<file path="src/rtl/osw_pkg.sv">
package osw_pkg;
  localparam int OSW_NCH = 8;
  localparam int OSW_SYNC_STAGES = 2;
  typedef logic [OSW_NCH-1:0] chan_vec_t;
endpackage

</file>
<file path="src/rtl/osw_sync.sv">
module osw_sync #(
  parameter int W = 1,
  parameter int STAGES = 2,
  parameter logic [W-1:0] RST_VAL = '0
) (
  input  logic         clk,
  input  logic         rst_n,
  input  logic [W-1:0] d,
  output logic [W-1:0] q
);
  logic [STAGES-1:0][W-1:0] stg;

  always_ff @(posedge clk or negedge rst_n) begin
    if (!rst_n) begin
      for (int i = 0; i < STAGES; i++) stg[i] <= RST_VAL;
    end else begin
      stg[0] <= d;
      for (int i = 1; i < STAGES; i++) stg[i] <= stg[i-1];
    end
  end

  assign q = stg[STAGES-1];
endmodule

</file>
<file path="src/rtl/osw_edge.sv">
module osw_edge #(
  parameter int W = 1,
  parameter logic [W-1:0] RST_VAL = '0
) (
  input  logic         clk,
  input  logic         rst_n,
  input  logic [W-1:0] lvl,
  output logic [W-1:0] rise,
  output logic [W-1:0] fall
);
  logic [W-1:0] prev_q;

  always_ff @(posedge clk or negedge rst_n) begin
    if (!rst_n) prev_q <= RST_VAL;
    else        prev_q <= lvl;
  end

  for (genvar i = 0; i < W; i++) begin : g_det
    assign rise[i] = lvl[i] & ~prev_q[i];
    assign fall[i] = ~lvl[i] & prev_q[i];
  end
endmodule

</file>
<file path="src/rtl/osw_frame.sv">
module osw_frame #(
  parameter int NCH = 8
) (
  input  logic           clk,
  input  logic           rst_n,
  input  logic           cs_fall,
  input  logic           cs_rise,
  input  logic           sck_rise,
  input  logic           sck_fall,
  input  logic           sdi,
  input  logic [NCH-1:0] diag,
  output logic           sdo,
  output logic           sdo_oe,
  output logic [NCH-1:0] word,
  output logic           commit
);
  localparam int MSB = NCH - 1;

  logic [NCH-1:0] sreg_q, sreg_n;
  logic           so_q, so_n;
  logic           act_q, act_n;
  logic           seen_q, seen_n;

  always_comb begin
    sreg_n = sreg_q;
    so_n   = so_q;
    act_n  = act_q;
    seen_n = seen_q;
    commit = 1'b0;
    if (cs_fall) begin
      sreg_n = diag;
      so_n   = diag[MSB];
      act_n  = 1'b1;
      seen_n = 1'b0;
    end else if (cs_rise) begin
      commit = act_q & seen_q;
      act_n  = 1'b0;
      so_n   = 1'b0;
      seen_n = 1'b0;
    end else if (act_q) begin
      if (sck_fall) begin
        sreg_n = {sreg_q[MSB-1:0], sdi};
        seen_n = 1'b1;
      end
      if (sck_rise) so_n = sreg_q[MSB];
    end
  end

  always_ff @(posedge clk or negedge rst_n) begin
    if (!rst_n) begin
      sreg_q <= '0;
      so_q   <= 1'b0;
      act_q  <= 1'b0;
      seen_q <= 1'b0;
    end else begin
      sreg_q <= sreg_n;
      so_q   <= so_n;
      act_q  <= act_n;
      seen_q <= seen_n;
    end
  end

  assign sdo    = so_q;
  assign sdo_oe = act_q;
  assign word   = sreg_q;
endmodule

</file>
<file path="src/rtl/octal_switch_spi.sv">
module octal_switch_spi
  import osw_pkg::*;
#(
  parameter int NCH = OSW_NCH,
  parameter int SYNC_STAGES = OSW_SYNC_STAGES
) (
  input  logic           clk,
  input  logic           rst_n,
  input  logic           spi_csn,
  input  logic           spi_sclk,
  input  logic           spi_sdi,
  input  logic [NCH-1:0] diag_in,
  output logic           spi_sdo,
  output logic           spi_sdo_oe,
  output logic [NCH-1:0] chan_on,
  output logic           diag_clr
);
  localparam int PINS = 3;

  // reset: asynchronous assertion, synchronous release
  logic [1:0] rst_pipe;
  logic       rst_i_n;

  always_ff @(posedge clk or negedge rst_n) begin
    if (!rst_n) rst_pipe <= 2'b00;
    else        rst_pipe <= {rst_pipe[0], 1'b1};
  end
  assign rst_i_n = rst_pipe[1];

  logic [PINS-1:0] pin_s;
  logic            cs_s, sck_s, sdi_s;

  osw_sync #(.W(PINS), .STAGES(SYNC_STAGES), .RST_VAL(3'b100)) u_sync (
    .clk(clk), .rst_n(rst_i_n), .d({spi_csn, spi_sclk, spi_sdi}), .q(pin_s)
  );
  assign cs_s  = pin_s[2];
  assign sck_s = pin_s[1];
  assign sdi_s = pin_s[0];

  logic [1:0] lvl_rise, lvl_fall;
  logic       cs_fall_w, cs_rise_w, sck_rise_g, sck_fall_g;

  osw_edge #(.W(2), .RST_VAL(2'b10)) u_edge (
    .clk(clk), .rst_n(rst_i_n), .lvl({cs_s, sck_s}), .rise(lvl_rise), .fall(lvl_fall)
  );
  assign cs_fall_w  = lvl_fall[1];
  assign cs_rise_w  = lvl_rise[1];
  assign sck_rise_g = lvl_rise[0] & ~cs_s;
  assign sck_fall_g = lvl_fall[0] & ~cs_s;

  logic [NCH-1:0] frame_word;
  logic           commit_w;

  osw_frame #(.NCH(NCH)) u_frame (
    .clk(clk), .rst_n(rst_i_n),
    .cs_fall(cs_fall_w), .cs_rise(cs_rise_w),
    .sck_rise(sck_rise_g), .sck_fall(sck_fall_g),
    .sdi(sdi_s), .diag(diag_in),
    .sdo(spi_sdo), .sdo_oe(spi_sdo_oe),
    .word(frame_word), .commit(commit_w)
  );

  // channel latch and clear request
  logic [NCH-1:0] chan_n;

  always_comb begin
    chan_n = chan_on;
    if (commit_w) chan_n = frame_word;
  end

  always_ff @(posedge clk or negedge rst_i_n) begin
    if (!rst_i_n) begin
      chan_on  <= '0;
      diag_clr <= 1'b0;
    end else begin
      chan_on  <= chan_n;
      diag_clr <= commit_w;
    end
  end
endmodule

</file>
<file path="config.mk">
export PLATFORM = sky130hd
export DESIGN_NAME = octal_switch_spi
export DESIGN_NICKNAME = d
export VERILOG_FILES = /design/src/rtl/osw_pkg.sv /design/src/rtl/osw_sync.sv /design/src/rtl/osw_edge.sv /design/src/rtl/osw_frame.sv /design/src/rtl/octal_switch_spi.sv
export SDC_FILE = /design/constraint.sdc
export NUM_CORES = 1
export LEC_CHECK = 0
export ABC_AREA = 1
export ABC_CLOCK_PERIOD_IN_PS = 2400
export CORE_MARGIN = 2
export CORE_UTILIZATION = 50
export DETAILED_ROUTE_END_ITERATION = 8
export GPL_ROUTABILITY_DRIVEN = 0
export GPL_TIMING_DRIVEN = 0
export PLACE_DENSITY_LB_ADDON = 0.08
export SLEW_MARGIN = 40
export SYNTH_ARGS = -nofsm -noshare
export SYNTH_HDL_FRONTEND = slang
export SYNTH_SLANG_ARGS = --single-unit
</file>
<file path="constraint.sdc">
create_clock -name clk -period 2.4 [get_ports clk]
set_clock_uncertainty 0.15 [all_clocks]
set_input_delay 0.72 -clock clk [delete_from_list [all_inputs] [get_ports clk]]
set_output_delay 0.72 -clock clk [all_outputs]
set_load 0.1 [all_outputs]
</file>
## Word level (Yosys, flattened, before mapping)

Index checks and enable logic that the tools add are counted.
W data, S select, Z words.

- $add $sub $neg: 0
- Multiply operators: 0
- Divide/modulo/power cells: 0
- $lt $le $gt $ge: 0
- Equal/unequal tests: 1
- Shift-type cells: 0
- Muxes and demuxes: 16
- Bitwise logic cells: 11
- Reductions and logical operators: 9

Operator list:

| cell | number |
|---|---|
| $mux W8 | 4 |
| $mux W1 | 12 |
| $reduce_bool A3 Y1 | 3 |
| $and A1 B1 Y1 | 7 |
| $reduce_bool A2 Y1 | 3 |
| $not A1 Y1 | 4 |
| $reduce_and A2 Y1 | 2 |
| $reduce_and A3 Y1 | 1 |
| $ne A2 B2 Y1 const B | 1 |

- Flip-flop bits (word level): 30
- Bits in latches: 0
- RAM bits: 0
- ROM bits: 0
- Input bits: 13
- Output and inout bits: 11
- Word-level logic and storage cells: 47
- Memories kept: 0

## Longest topological paths before layout

- Depth after elaboration: 7
- Gate-level depth with buffers: 7
- Gate-level depth less buffers: 7

## Modules after synthesis

From an unflattened synthesis, not the netlist that was laid out.

- Cells, all modules: 141
- Area total of the unflattened synthesis: 1,238.7 um^2

Modules (own cells, without submodules):

| module | times used | cells an instance | area each (um^2) | sequential area each (um^2) |
|---|---|---|---|---|
| osw_frame | 1 | 80 | 583.1 | 275.3 |
| octal_switch_spi | 1 | 42 | 399.1 | 275.3 |
| osw_sync | 1 | 9 | 175.2 | 152.6 |
| osw_edge | 1 | 10 | 81.3 | 51.3 |

## Worst setup path after synthesis

No wires, ideal clock.

- Path type: reg2reg
- Start: register u_frame.act_q (netlist: u_frame.sdo_oe)
- End: register chan_on[5]
- Setup time: 0.125 ns
- Data arrival time: 1.590 ns
- Data required time: 2.125 ns
- Path slack: 0.535 ns
- Stages on the path, launching flop included: 5
- Buffers on the path: 1
- Period minus slack after synthesis: 1.865 ns
- Cells stage by stage: dfrtp_1 > nand4_2 > buf_4 > nand2_1 > o21ai_1

- Word-level cells in the longest chain between the ends: 3

RTL lines:

| what | RTL line | text |
|---|---|---|
| from (decl) | osw_frame.sv:21 | `logic act_q, act_n;` |
| from (signal assigned) | osw_frame.sv:58 | `act_q <= act_n;` |
| $and A1 B1 Y1 | osw_frame.sv:36 | `commit = act_q & seen_q;` |
| $mux W1 | osw_frame.sv:35 | `end else if (cs_rise) begin` |
| $mux W1 | osw_frame.sv:30 | `if (cs_fall) begin` |
| to (signal assigned) | octal_switch_spi.sv:76 | `chan_on <= chan_n;` |
| to (decl) | octal_switch_spi.sv:15 | `output logic [NCH-1:0] chan_on,` |

No other way between the ends.
A chain may end at the register's enable or synchronous reset.

## Worst setup path after layout

- Start: register u_frame.act_q (netlist: u_frame.sdo_oe)
- End: output spi_sdo_oe

RTL lines:

| what | RTL line | text |
|---|---|---|
| to (decl) | octal_switch_spi.sv:14 | `output logic spi_sdo_oe,` |

No word-level cell between the ends.

==> flow_summary.ini <==
[yosys]
syn_inst = 133
syn_area_um2 = 1249
yosysTopAreaCell = dfrtp_1
synth-edff-count = 0
yosysSeqAreaShare = 0.6042
synth-seq-cells = 30
yosys_warnings = 0
synth_area_leaders = dfrtp_1 (54%), nand2_1 (14%), dfstp_2 (6.3%)
async_flop_share = 1.000
synth_most_common_cell = nand2_1
synth_cell_types = 18
synthFlopType = dfrtp_1
synth_fp_nets = 150
synth_area_per_cell_um2 = 9.389
yosys.area.top_type_share = 0.5411
yosys-top-cells-count = nand2_1 (47), dfrtp_1 (27), inv_1 (13), nand3_1 (13), o21ai_0 (8)

[floorplan]
die_x_um = 53.98
fp.dieArea_um2 = 2913
core_um2 = 2410
io_pins = 24
start_util = 0.5182
rows = 18
fp.dieH_um = 53.98

[clock_network]
cts_tree = built
cts_root_buf = clkbuf_4
cts_made_buffers = 5
cts.sinks = 30
insertion_delay_ps = 340
h-tree-depth = 2
post_cts_buffers = 0
path_clk_slew_ps = 100
cts-hold-fix-buffers = 0
cts.repair.resized = 0
clock_path_buffers = 2

[critical_path]
crit_type = reg -> out
worstPathCellList = buf_2
endpoint_kind = primary output
crit_start = u_frame.sdo_oe
timing.rr.start = u_sync.q[2]
slowest_stage = buf_2
cp_data_arrival_time_ps = 1220
critPathBufInv = 1
worst-path-max-fanout = 4
crit_required_ps = 1530
critPathMaxStageDelay_ps = 450
crit_family = buffers and inverters
cp-start-kind = register

[cells_and_area]
area_growth_pct = 21.94
final_layout_size_suffix_gt1_frac = 0.1829
final_util = 0.6319
nets = 180
finalInstanceArea_um2 = 1523
antennaDiodeCount = 0

[placed_design]
port_buffers = 23
place_area_um2 = 1463
hpwl_um = 1621

[global_route]
grt_pass1_wl_um = 3594
overflow = 0
antenna_found_initial = 0
gr-usage-all-layers = 0.1842
grt_max_degree = 29
grt_pass1_vias = 833

[route]
met2_length_um = 1050
drcViolationCount = 0
antenna_left = 0
vias = 973
viasPerCell = 5.015
drt-met1-wl_um = 991
drt_first_pass_iters = 4
routed-wl-met3_um = 139
routed_wl_um = 2229
wire_per_inst_um = 11.49
top_layer = met4
drtIter0Drc = 24

[flow_run]
cap_violations = 0

[sta]
rsz0062_at_grt = false
slew_viol_final = 0
period_share = 0.8717
min_period_ps = 2092
timing.hold.ws_ps = 132.7
final_hold_viol_count = 0
fmax_mhz = 478.0
worst_pin_slew_ps = 605.7
max-slew-margin-rel = 0.5962
finalSetupViolCount = 0

[power_and_ir_drop]
fin_total_pwr_mw = 1.894
ir_drop_mv = 0.9274
leakagePower_nw = 0.8009
p_per_area_nw_per_um2 = 1244

[run_status]
status = completed

[min_path]
hold_class = reg -> async
[worst paths after layout]
check | slack [ps] | end | depth (start not counted)
min in group clk | 210 | u_sync.q[1] | 0
max in group asynchronous | 1560 | u_edge.prev_q[0] | 0
worst min-delay path | 130 | u_frame.word[6] | 0
worst max-delay path | 310 | spi_sdo_oe | 1
worst max register to register | 490 | chan_on[6] | 7
worst min register to register | 130 | u_frame.word[6] | 0
[registers in the layout, indices dropped and copies added, names as in the netlist]
signal and flops:
u_frame.seen_q 1, chan_on 8, u_frame.word 8, u_frame.sdo 1, u_sync.stg 3, u_sync.q 3
u_frame.sdo_oe 1, diag_clr 1, rst_pipe 2, u_edge.prev_q 2
[per-layer routing]
layer  vias up  global-route usage
li1        477                   -
met1       466              0.2182
met4         0             0.08750
met2        23              0.2846
met3         7             0.08333
met5         -                   0
[logic make-up after synthesis]
kind of cell | after synthesis | synth area share
fa+ha+maj | 4 | 0.04008
flops | 30 | 0.6042
compound gates | 17 | 0.07715
simple gates | 64 | 0.2204
other cells | 1 | 0.003003
buf+inv | 17 | 0.05511
[placed cells by master, fill, tap and decap left out]
cell type	Yosys	routed
inv_2	2	2
conb_1	1	1
ha_1	4	4
clkdlybuf4s50_1	0	12
nand4_2	1	1
clkinv_2	0	1
nand2_2	1	1
clkbuf_8	0	1
o21ai_0	8	8
nand2_1	47	47
dfrtp_2	0	1
nor2_1	1	1
inv_1	13	13
dfstp_2	3	3
a21oi_1	1	1
buf_2	1	12
buf_4	1	1
clkbuf_1	0	1
clkbuf_4	0	5
o21ai_1	7	7
nand2_4	1	1
a21oi_4	1	1
nand3_1	13	13
dfrtp_1	27	26
[report_power, final]
part | switching [mW] | internal (mW)
clock | 0.166 | 0.142
combinational | 0.720 | 0.148
sequential | 0.0789 | 0.639
total | 0.965 | 0.929
[final cells by class]
class,count,area (µm²)
inverter,15,56.30
sequential,30,755.7
fill,212,887.1
buffer,2,12.51
multi-input combinational,86,425.4
timing repair buffer,23,175.2
tap,30,37.54
clock buffer,7,55.05
clock inverter,1,5.005
[stage by stage]
step                      TNS [ps]  std cells  setup WS [ps]
after global placement      -21.53        186         -21.53
after global routing             0        194          267.7
after CTS                        0        194          299.5
after detailed placement         0        186          452.1
final                            0        194          307.8
after floorplan                  0        133          534.7
Power figures use the tool's default switching activity.
